--- config.mk ---
export PLATFORM = sky130hd
export DESIGN_NAME = edgeplace_pwm
export DESIGN_NICKNAME = d
export VERILOG_FILES = /design/src/rtl/epw_pkg.sv /design/src/rtl/epw_timebase.sv /design/src/rtl/epw_channel.sv /design/src/rtl/edgeplace_pwm.sv
export SDC_FILE = /design/constraint.sdc
export NUM_CORES = 1
export LEC_CHECK = 0
export BUFFER_PORTS_ARGS = -buffer_cell sky130_fd_sc_hd__buf_2
export CORE_MARGIN = 4
export CORE_UTILIZATION = 50
export CTS_CLUSTER_SIZE = 30
export DETAILED_ROUTE_END_ITERATION = 7
export GPL_TIMING_DRIVEN = 0
export HOLD_SLACK_MARGIN = 0.1
export PLACE_DENSITY = 0.68
export SLEW_MARGIN = 20
export SYNTH_ARGS = -nofsm -noshare
export SYNTH_HDL_FRONTEND = slang
export SYNTH_SLANG_ARGS = --single-unit
--- constraint.sdc ---
create_clock -name clk -period 5.3 [get_ports clk]
set_clock_uncertainty 0.1 [all_clocks]
set_input_delay 1.325 -clock clk [delete_from_list [all_inputs] [get_ports clk]]
set_output_delay 1.325 -clock clk [all_outputs]
set_load 0.02 [all_outputs]
--- src/rtl/epw_pkg.sv ---
// Shared types for the edge-placement PWM.
// Assumes: the polarity encoding below is the one used on pol_i.
package epw_pkg;
    typedef enum logic {
        POL_HIGH = 1'b0,
        POL_LOW  = 1'b1
    } pol_e;

    localparam int unsigned MIN_PERIOD = 2;
endpackage

--- src/rtl/epw_timebase.sv ---
// Shared up-counting timebase.
// Counts 0 .. per-1, then wraps. The period is loaded from period_i only at
// the wrap. Assumes period_i is synchronous to clk. Values below 2 are
// raised to 2.
module epw_timebase #(
    parameter int unsigned CNT_W      = 8,
    parameter int unsigned RST_PERIOD = 16
) (
    input  logic             clk,
    input  logic             rst_n,
    input  logic [CNT_W-1:0] period_i,
    output logic [CNT_W-1:0] cnt_o,
    output logic [CNT_W-1:0] lim_o,
    output logic             bnd_o
);
    import epw_pkg::*;

    localparam logic [CNT_W-1:0] MIN_P = CNT_W'(MIN_PERIOD);
    localparam logic [CNT_W-1:0] RST_P = CNT_W'(RST_PERIOD);

    logic [CNT_W-1:0] cnt_q;
    logic [CNT_W-1:0] per_q;
    logic [CNT_W-1:0] per_eff;

    // Clamp the requested period to the smallest usable value.
    always_comb begin
        per_eff = (period_i < MIN_P) ? MIN_P : period_i;
    end

    // The wrap happens on the last count of the live period.
    always_comb begin
        bnd_o = (cnt_q == per_q - CNT_W'(1));
    end

    // Advance the count; at the wrap, restart and load the new period.
    always_ff @(posedge clk) begin
        if (!rst_n) begin
            cnt_q <= '0;
            per_q <= RST_P;
        end else if (bnd_o) begin
            cnt_q <= '0;
            per_q <= per_eff;
        end else begin
            cnt_q <= cnt_q + CNT_W'(1);
        end
    end

    assign cnt_o = cnt_q;
    assign lim_o = per_eff;

    assert_cnt_in_period_R2: assert property (@(posedge clk) disable iff (!rst_n)
        cnt_q < per_q);
    assert_step_R2: assert property (@(posedge clk) disable iff (!rst_n)
        !bnd_o |=> cnt_q == $past(cnt_q) + CNT_W'(1));
    assert_wrap_R2: assert property (@(posedge clk) disable iff (!rst_n)
        bnd_o |=> cnt_q == '0);
    assert_period_hold_R7: assert property (@(posedge clk) disable iff (!rst_n)
        !bnd_o |=> $stable(per_q));
endmodule

--- src/rtl/epw_channel.sv ---
// One output channel with a phase offset.
// Writes that fit the upcoming period go into a shadow set. The shadow set
// is copied to the live set at the timebase wrap. The output is active while
// offset <= count < offset + width.
// Assumes cnt_i, bnd_i and lim_i come from the shared timebase.
module epw_channel #(
    parameter int unsigned CNT_W = 8
) (
    input  logic             clk,
    input  logic             rst_n,
    input  logic [CNT_W-1:0] cnt_i,
    input  logic             bnd_i,
    input  logic [CNT_W-1:0] lim_i,
    input  logic             wr_i,
    input  logic [CNT_W-1:0] phase_i,
    input  logic [CNT_W-1:0] duty_i,
    input  logic             pol_i,
    output logic             pwm_o
);
    import epw_pkg::*;

    logic [CNT_W-1:0] sh_ph, sh_du, lv_ph, lv_du;
    pol_e             sh_pol, lv_pol;
    logic             fit;
    logic             win;
    logic [CNT_W:0]   lv_end;

    // A write fits when its trailing edge lands inside the upcoming period.
    always_comb begin
        fit = ({1'b0, phase_i} + {1'b0, duty_i}) <= {1'b0, lim_i};
    end

    // Hold each accepted write in the shadow set.
    always_ff @(posedge clk) begin
        if (!rst_n) begin
            sh_ph  <= '0;
            sh_du  <= '0;
            sh_pol <= POL_HIGH;
        end else if (wr_i && fit) begin
            sh_ph  <= phase_i;
            sh_du  <= duty_i;
            sh_pol <= pol_e'(pol_i);
        end
    end

    // Copy the shadow set to the live set at the period wrap.
    always_ff @(posedge clk) begin
        if (!rst_n) begin
            lv_ph  <= '0;
            lv_du  <= '0;
            lv_pol <= POL_HIGH;
        end else if (bnd_i) begin
            lv_ph  <= sh_ph;
            lv_du  <= sh_du;
            lv_pol <= sh_pol;
        end
    end

    // Find the active window and apply the polarity.
    always_comb begin
        lv_end = {1'b0, lv_ph} + {1'b0, lv_du};
        win    = (cnt_i >= lv_ph) && ({1'b0, cnt_i} < lv_end);
        pwm_o  = win ^ (lv_pol == POL_LOW);
    end

    assert_zero_width_idle_R4: assert property (@(posedge clk) disable iff (!rst_n)
        (lv_du == '0) |-> (pwm_o == (lv_pol == POL_LOW)));
    assert_lead_edge_R3: assert property (@(posedge clk) disable iff (!rst_n)
        (pwm_o != (lv_pol == POL_LOW)) |-> (cnt_i >= lv_ph));
    assert_reject_R5: assert property (@(posedge clk) disable iff (!rst_n)
        (wr_i && !fit) |=> ($stable(sh_ph) && $stable(sh_du) && $stable(sh_pol)));
    assert_live_hold_R6: assert property (@(posedge clk) disable iff (!rst_n)
        !bnd_i |=> ($stable(lv_ph) && $stable(lv_du) && $stable(lv_pol)));
endmodule

--- src/rtl/edgeplace_pwm.sv ---
// Top level: one shared timebase and NUM_CH phase-offset channels.
// Decodes the write index to one channel. Indexes of NUM_CH or more select
// no channel. Assumes all inputs are synchronous to clk.
module edgeplace_pwm #(
    parameter int unsigned CNT_W      = 8,
    parameter int unsigned NUM_CH     = 2,
    parameter int unsigned RST_PERIOD = 16,
    localparam int unsigned CH_W      = (NUM_CH > 1) ? $clog2(NUM_CH) : 1
) (
    input  logic              clk,
    input  logic              rst_n,
    input  logic [CNT_W-1:0]  period_i,
    input  logic              wr_i,
    input  logic [CH_W-1:0]   wr_ch_i,
    input  logic [CNT_W-1:0]  phase_i,
    input  logic [CNT_W-1:0]  duty_i,
    input  logic              pol_i,
    output logic [CNT_W-1:0]  cnt_o,
    output logic [NUM_CH-1:0] pwm_o
);
    logic [CNT_W-1:0] tb_cnt;
    logic [CNT_W-1:0] tb_lim;
    logic             tb_bnd;

    epw_timebase #(
        .CNT_W      (CNT_W),
        .RST_PERIOD (RST_PERIOD)
    ) u_tb (
        .clk      (clk),
        .rst_n    (rst_n),
        .period_i (period_i),
        .cnt_o    (tb_cnt),
        .lim_o    (tb_lim),
        .bnd_o    (tb_bnd)
    );

    for (genvar c = 0; c < NUM_CH; c++) begin : g_ch
        logic wr_sel;

        // Route the strobe only to the addressed channel.
        always_comb begin
            wr_sel = wr_i && (wr_ch_i == CH_W'(c));
        end

        epw_channel #(
            .CNT_W (CNT_W)
        ) u_ch (
            .clk     (clk),
            .rst_n   (rst_n),
            .cnt_i   (tb_cnt),
            .bnd_i   (tb_bnd),
            .lim_i   (tb_lim),
            .wr_i    (wr_sel),
            .phase_i (phase_i),
            .duty_i  (duty_i),
            .pol_i   (pol_i),
            .pwm_o   (pwm_o[c])
        );
    end

    assign cnt_o = tb_cnt;

    assert_reset_idle_R1: assert property (@(posedge clk)
        !rst_n |=> (tb_cnt == '0 && pwm_o == '0));
endmodule

== Word level (Yosys, flattened, before mapping) ==
Index checks and enable logic that the tools add are counted.

* Add/subtract/negate cells: 5
* Order comparisons: 6
* Eq/ne operators: 1
* Mux-type cells: 1
* Bitwise logic cells: 4
* Reductions and logical operators: 7

{| class="wikitable"
|+ Operators by type and width
! operator !! number
|-
| adder 8 x 8 -> 9 bit || 3
|-
| < comparator 8 x 9 -> 1 bit || 2
|-
| greater-or-equal comparator 8 bit || 2
|-
| less-or-equal comparator 9 x 8 -> 1 bit || 1
|-
| adder 8 x 1 -> 8 bit (second input constant) || 1
|-
| == test 8 bit || 1
|-
| < comparator 8 x 2 -> 1 bit (second input constant) || 1
|-
| 2-to-1 mux 8 bit || 1
|-
| subtractor 8 x 1 -> 8 bit (second input constant) || 1
|-
| logical AND 1 bit || 6
|-
| inverter 1 bit || 2
|-
| OR reduction 2 bit || 1
|-
| bitwise XOR 1 bit || 2
|}

* Register bits after elaboration: 84
* Output and inout bits: 10

== Depth between registers and ports, before layout ==
Gate-level depths: netlist of run 1.

* Depth in word-level cells: 4
* Mapped depth: 16

== Cells and area by module ==
From an unflattened synthesis of run 1, not the netlist that was laid out.

* Cells, all modules: 690
* Area total of the unflattened synthesis: 6117.1 µm²

{| class="wikitable"
|+ Modules (own cells, without submodules)
! module !! instances !! cells each !! area an instance (µm²)
|-
| epw_channel at g_ch[0].u_ch || 1 || 286 || 2537.4
|-
| epw_channel at g_ch[1].u_ch || 1 || 283 || 2518.7
|-
| epw_timebase || 1 || 119 || 1044.8
|-
| edgeplace_pwm || 1 || 2 || 16.3
|}

== Worst setup path after synthesis of run 1 ==
OpenSTA, ideal clock, no wires.

* Path type: input to register
* From: input phase_i[0]
* To: register g_ch[0].u_ch.sh_du[2]
* Setup time: 0.126 ns
* Arrival: 3.891 ns
* Required time: 5.074 ns
* Slack: 1.182 ns
* Cell stages on the path: 16
* Path buffers: 2
* Cells stage by stage: ha_1 inv_1 fa_1 nor2b_1 nor3_1 o21bai_1 a21oi_1 xnor2_1 ha_1 nand2_1 nor3_1 o21ai_0 a211o_1 buf_2 buf_2 mux2i_1

* Longest elaborated chain between the ends: 3

{| class="wikitable"
|+ Ends and longest elaborated chain
! what !! line !! RTL
|-
| start, declared || edgeplace_pwm.sv:15 || <nowiki>input logic [CNT_W-1:0] phase_i,</nowiki>
|-
| adder 8 x 8 -> 9 bit || epw_channel.sv:30 || <nowiki>fit = ({1'b0, phase_i} + {1'b0, duty_i}) <= {1'b0, lim_i};</nowiki>
|-
| less-or-equal comparator 9 x 8 -> 1 bit || epw_channel.sv:30 ||
|-
| logical AND 1 bit || epw_channel.sv:39 || <nowiki>end else if (wr_i && fit) begin</nowiki>
|-
| end signal, assigned || epw_channel.sv:41 || <nowiki>sh_du <= duty_i;</nowiki>
|-
| end, declared || epw_channel.sv:22 || <nowiki>logic [CNT_W-1:0] sh_ph, sh_du, lv_ph, lv_du;</nowiki>
|}

No other way between the ends.
A chain may end at the register's enable or synchronous reset.

== Final worst setup path of run 1 ==
* From: register g_ch[1].u_ch.lv_ph[0]
* To: output pwm_o[1]

* Longest elaborated chain between the ends: 4
* Elaborated cells between the ends (all ways): 5
* Those cells by class: add/sub (1); order compare (2); bitwise (1); reduce/logical (1)

{| class="wikitable"
|+ Ends and longest elaborated chain
! what !! line !! RTL
|-
| start, declared || epw_channel.sv:22 ||
|-
| start signal, assigned || epw_channel.sv:53 || <nowiki>lv_ph <= sh_ph;</nowiki>
|-
| adder 8 x 8 -> 9 bit || epw_channel.sv:61 || <nowiki>lv_end = {1'b0, lv_ph} + {1'b0, lv_du};</nowiki>
|-
| < comparator 8 x 9 -> 1 bit || epw_channel.sv:62 || <nowiki>win = (cnt_i >= lv_ph) && ({1'b0, cnt_i} < lv_end);</nowiki>
|-
| logical AND 1 bit * || epw_channel.sv:62 ||
|-
| bitwise XOR 1 bit * || epw_channel.sv:63 || <nowiki>pwm_o = win ^ (lv_pol == POL_LOW);</nowiki>
|-
| end, declared || edgeplace_pwm.sv:19 || <nowiki>output logic [NUM_CH-1:0] pwm_o</nowiki>
|}

Mark *: on every way between the ends. The rest lies on a longest branch, timed or not.

==> impl_metrics.tcl, run 1 <==
set metrics [dict create \
    status "finished, final reports clean" \
    ys_seq_elements 84 \
    drt-total-wl_mm 12.3 \
    start_util_pct 52.1 \
    drt_iter0_drc 304 \
    cts_made_buffers 9 \
    clockBufferDepth 2 \
    max_freq_ghz 0.202 \
    ys_seq_area_share_pct 32.6 \
    grt_use_total_pct 21.8 \
    gp_congestion 0.842 \
    hold_class "reg -> reg" \
    io_buffer_count 37 \
    row_count 36 \
    n_fill_cell 926 \
    synth-adder-area-share_pct 16.7 \
    post-route-period-util_pct 93.4 \
    io_pins 39 \
    setup_violations 0 \
    yosysWarnings 0 \
    ys_types 49 \
    ant_nets 0 \
    ff_latch_area_um2 1680 \
    synth_area_per_cell_um2 8.60 \
    leakage_nw 2.48 \
    syn_nets 696 \
    cts_max_level 3 \
    cp_max_fo 3 \
    synthCells 600 \
    synthArstFlopShare_pct 0 \
    post_cts_buffers 0 \
    synth_compound_area_share_pct 13.7 \
    synth_edf_count 0 \
    syn_to_final_growth_pct 11.0 \
    viasPerCell 5.44 \
    finalSetupTns_ns 0 \
    tightest_slew_ns 0.546 \
    gr-total-overflow 0 \
    diodes 0 \
    synth.area.mux_share_pct 7.95 \
    tritoncts "done" \
    root_buffer "clkbuf_8" \
    maxSlewViolCount 0 \
    whs_ns 0.366 \
    placed_cells 770 \
    arrival_ns 3.52 \
    critical_path_required_ns 3.88 \
    drt-wirelength-per-cell_um 15.7 \
    place_area_um2 5510 \
    drive_gt1_share_pct 10.3 \
    syn_area_um2 5160 \
    core_um2 9910 \
    synth_top_family_by_area "simple AND/OR/NAND/NOR gates" \
    min_period_ns 4.95 \
    max_slew_margin_pct 63.6 \
    antenna_found_initial 0 \
    setup_ws_ns 0.351 \
    p_per_area_nw_per_um2 237 \
    die_w_um 110 \
    yosys.area_share.simple_pct 17.5 \
    finalNetCount 744 \
    final_common_cell "nand2_1" \
    max_cap_viol_count 0 \
    dieArea_um2 12000 \
    preCtsSetupSlack_ns 0.646 \
    endpoint_kind "primary output" \
    stdcell_count 786 \
    fin_util_pct 57.8 \
    ctsResizeCount 0 \
    drc 0 \
    clk_pin_slew_ns 0.08 \
    clock-sinks 84 \
    grt_pass1_wl_mm 20.3 \
    final_cell_mix "nand2_1, dfxtp_1, ha_1" \
    synth-main-ff-cell "dfxtp_1" \
    power_mw 1.36 \
    rsz0062_at_grt "no" \
    startpoint_type "flip-flop" \
    ir_drop_uv 137 \
    grt_max_degree 14 \
    worstSetupPathType "reg -> out" \
    dpl.hpwl_mm 10.2 \
    synth_xor_area_share_pct 5.77 \
    die_h_um 110 \
    grt_pass1_vias 4167 \
    firstDrtPassIters 4 \
    clk_latency_ns 0.36 \
    dr_total_vias 4273 \
    finalHoldViolCount 0 \
    hold_buffers 0 \
    final_cell_area_um2 5730 \
    multi_input_area_um2 3180 \
]
-- worst max-delay path, stage by stage, from the launching register on --
cell	delay, ns
dfxtp_1	0.34
ha_1	0.20
inv_1	0.07
fa_1	0.20
nor2b_1	0.06
o21a_1	0.17
o21ai_0	0.35
nand2_1	0.10
ha_1	0.31
a21o_1	0.19
a2111oi_0	0.36
o21ai_0	0.16
a31oi_1	0.22
xor2_1	0.17
buf_4	0.12
buf_2	0.14
-- cell families (layout without fill, tap and decap cells) --
logic type | after synthesis | in the layout
muxes | 41 | 41
adders and majority gates | 67 | 67
buffers and inverters | 68 | 121
DFF | 84 | 84
and+or+nand+nor | 194 | 194
AOI/OAI and AO/OA | 112 | 112
xor gates and xnor gates | 34 | 34
-- report_power, final --
| part | leakage, nW | switching, mW | internal [mW] |
|---|---|---|---|
| combinational | 1.69 | 0.109 | 0.0859 |
| clock | 0.107 | 0.219 | 0.278 |
| sequential | 0.679 | 0.0180 | 0.650 |
| total | 2.48 | 0.346 | 1.01 |
-- cell type report --
type	instances	area share (%)
Multi-Input combinational cell	448	55.5
Sequential cell	84	29.3
Timing Repair Buffer	37	3.23
Tap cell	133	2.90
Buffer	31	2.82
Clock buffer	12	2.53
Inverter	37	2.42
Clock inverter	4	1.27
-- flip-flops by register name (all words and copies together), names as in the netlist --
name,flops
u_tb.cnt_o,8
g_ch.u_ch.sh_pol,2
g_ch.u_ch.sh_ph,16
g_ch.u_ch.lv_pol,2
u_tb.per_q,8
g_ch.u_ch.sh_du,16
g_ch.u_ch.lv_du,16
g_ch.u_ch.lv_ph,16
-- path summary, 6_finish.rpt --
path                                                    startpoint                            endpoint  slack, ns  cells past startpoint
worst max-delay path            g_ch[1].u_ch.lv_ph[0]$_SDFFE_PN0P_                            pwm_o[1]       0.35                     15
worst min-delay path            g_ch[1].u_ch.sh_du[2]$_SDFFE_PN0P_  g_ch[1].u_ch.sh_du[2]$_SDFFE_PN0P_       0.37                      2
worst max register to register          u_tb.per_q[0]$_SDFFE_PN0P_          u_tb.per_q[4]$_SDFFE_PN1P_       2.64                     10
worst min register to register  g_ch[1].u_ch.sh_du[2]$_SDFFE_PN0P_  g_ch[1].u_ch.sh_du[2]$_SDFFE_PN0P_       0.37                      2
-- metal layers --
layer / GRT usage, % / up-vias / share of wire, %
li1: - / 2178 / -
met1: 29.1 / 1979 / 48
met2: 35.4 / 101 / 46
met3: 4.70 / 15 / 4.8
met4: 6.23 / 0 / 1.4
met5: 0 / - / 0
-- Yosys cell counts (2+ instances only) --
cell	instances	area, µm²
a211o_1	2	17.5
o21bai_1	2	15.0
nor3_1	6	30.0
nand2_1	97	364
o21a_1	6	45.0
a41oi_1	2	17.5
xor2_1	20	175
o41ai_1	3	26.3
buf_4	5	37.5
inv_1	37	139
nor2_1	17	63.8
a21o_1	8	60.1
o21ai_0	54	270
nor3b_1	7	52.6
nand2b_1	6	37.5
nand3_1	41	205
fa_1	3	60.1
clkbuf_1	18	67.6
a2111oi_0	3	26.3
buf_2	6	30.0
a21oi_1	11	55.1
mux2i_1	41	410
a211oi_1	5	37.5
dfxtp_1	84	1680
a31oi_1	5	31.3
o2111ai_1	2	17.5
nor2b_1	11	68.8
xnor2_1	14	123
ha_1	64	801
No activity file was read; power rests on OpenSTA's default activity.
==> inputs of run 2 (changes only) <==
==> constraint.sdc (replaced) <==
create_clock -name clk -period 4.9 [get_ports clk]
set_clock_uncertainty 0.1 [all_clocks]
set_input_delay 1.225 -clock clk [delete_from_list [all_inputs] [get_ports clk]]
set_output_delay 1.225 -clock clk [all_outputs]
set_load 0.02 [all_outputs]
==> impl_metrics.tcl, run 2 (synthesized netlist as in run 1, its figures left out) <==
set metrics [dict create \
    syn_to_final_growth_pct 11.4 \
    viasPerCell 5.46 \
    combPwrFrac_pct 14.4 \
    max_freq_ghz 0.212 \
    root_buffer "clkbuf_8" \
    setup_violations 0 \
    grt_use_total_pct 21.8 \
    cp_max_fo 3 \
    clockBufferDepth 2 \
    worstHoldStart "g_ch[1].u_ch.sh_du[2]$_SDFFE_PN0P_" \
    drt_iter0_drc 252 \
    firstDrtPassIters 4 \
    tightest_slew_ns 0.550 \
    internal-power_mw 1.10 \
    hold_buffers 0 \
    timing.rr.end "u_tb.per_q[5]$_SDFFE_PN0P_" \
    n_fill_cell 925 \
    ir_drop_uv 146 \
    grt_max_degree 14 \
    ctsResizeCount 0 \
    io_buffer_count 37 \
    stdcell_count 786 \
    status "finished, final reports clean" \
    cp_cell_sequence "ha_1 -> a21o_1 -> a21oi_1 -> nor2b_1 -> o21a_1 -> o41ai_1 -> xnor2_1 -> ha_1 -> a2111oi_2 -> o21ai_1 -> a31oi_1 -> xor2_1 -> buf_4 -> buf_2" \
    drt-total-wl_mm 12.4 \
    post-route-period-util_pct 96.2 \
    finalNetCount 744 \
    final_cell_mix "nand2_1, dfxtp_1, ha_1" \
    ant_nets 0 \
    p_per_area_nw_per_um2 256 \
    max_slew_margin_pct 63.3 \
    placed_cells 770 \
    dr_total_vias 4294 \
    gr-total-overflow 0 \
    row_count 36 \
    p_sw_mw 0.374 \
    clockPowerShare_pct 36.5 \
    cts_max_level 3 \
    slowest_stage "o41ai_1" \
    hold_class "reg -> reg" \
    grt_pass1_vias 4167 \
    startpoint_type "flip-flop" \
    cts_made_buffers 9 \
    clk_pin_slew_ns 0.08 \
    clk_latency_ns 0.36 \
    arrival_ns 3.39 \
    critical_path_required_ns 3.58 \
    crit_top_cell "ha_1" \
    hold_end "g_ch[1].u_ch.sh_du[2]$_SDFFE_PN0P_" \
    preCtsSetupSlack_ns 0.346 \
    final_common_cell "nand2_1" \
    finalHoldViolCount 0 \
    die_w_um 110 \
    io_pins 39 \
    die_h_um 110 \
    worstSetupPathType "reg -> out" \
    dpl.hpwl_mm 10.2 \
    dieArea_um2 12000 \
    min_period_ns 4.71 \
    grt_pass1_wl_mm 20.3 \
    max_cap_viol_count 0 \
    diodes 0 \
    whs_path_depth 2 \
    core_um2 9910 \
    endpoint_kind "primary output" \
    power_mw 1.47 \
    gp_congestion 0.842 \
    start_util_pct 52.1 \
    drt-wirelength-per-cell_um 15.8 \
    post_cts_buffers 0 \
    reg2regPathDepth 10 \
    drc 0 \
    antenna_found_initial 0 \
    sw_frac_of_total_pct 25.4 \
    max_stage_delay_ns 0.34 \
    r2r-start "u_tb.per_q[0]$_SDFFE_PN0P_" \
    reg2reg_slack_ns 2.24 \
    drive_gt1_share_pct 11.3 \
    tritoncts "done" \
    maxSlewViolCount 0 \
    leakage_nw 2.48 \
    fin_util_pct 58.0 \
    setup_ws_ns 0.188 \
    clock-sinks 84 \
    p_seq_share_pct 49.1 \
    whs_ns 0.363 \
]
[run 2: cell counts in the layout (fill, tap and decap cells not counted)]
No cell type changed its count.
[run 2: power by group through the flow]
stage / Combinational (mW) / Clock [mW] / Sequential [mW]
floorplan: 0.152 / 0 / 0.732
global placement: 0.205 / 0 / 0.737
detailed placement: 0.212 / 0 / 0.738
CTS: 0.213 / 0.547 / 0.722
global route: 0.237 / 0.577 / 0.725
finish: 0.212 / 0.536 / 0.722
[run 2: per-stage QoR]
stage               setup TNS, ns  instance area (µm²)
floorplan                       0                 5160
finish                          0                 5750
CTS                             0                 5730
global placement                0                 5510
global route             -0.00781                 5750
detailed placement              0                 5510
[run 2: per-layer routing]
metal	up-vias	global-route usage, %	routed length, µm
met1	2008	29.1	5800
met3	16	4.70	654
met2	86	35.4	5750
met5	-	0	0
li1	2184	-	-
met4	0	6.23	185
[run 2: worst max-delay path: cells and delay by family (launching register included)]
kind | cells | cell delay, ns
xor+xnor | 2 | 0.28
fa+ha+maj | 2 | 0.51
flops | 1 | 0.33
compound gates | 7 | 1.54
buf+inv | 2 | 0.26
simple gates | 1 | 0.08
[run 2: area by class of cell]
class / instances / area (µm²) / area share, %
Clock inverter: 4 / 72.6 / 1.26
Clock buffer: 12 / 145 / 2.52
Inverter: 37 / 139 / 2.42
Multi-Input combinational cell: 448 / 3200 / 55.6
Tap cell: 133 / 166 / 2.89
Sequential cell: 84 / 1690 / 29.3
Timing Repair Buffer: 37 / 185 / 3.22
Buffer: 31 / 161 / 2.81
[run 2: worst max-delay path by stage]
stage	start	to	slack, ns
after floorplan	phase_i[0]	g_ch[0].u_ch.sh_du[2]$_SDFFE_PN0P_	0.88
after detailed placement	phase_i[0]	g_ch[0].u_ch.sh_du[7]$_SDFFE_PN0P_	0.35
after global placement	phase_i[1]	g_ch[0].u_ch.sh_ph[1]$_SDFFE_PN0P_	0.43
final	g_ch[1].u_ch.lv_du[1]$_SDFFE_PN0P_	pwm_o[1]	0.19
after global routing	g_ch[1].u_ch.lv_du[0]$_SDFFE_PN0P_	pwm_o[1]	-0.008
after CTS	g_ch[1].u_ch.lv_ph[0]$_SDFFE_PN0P_	pwm_o[1]	0.02
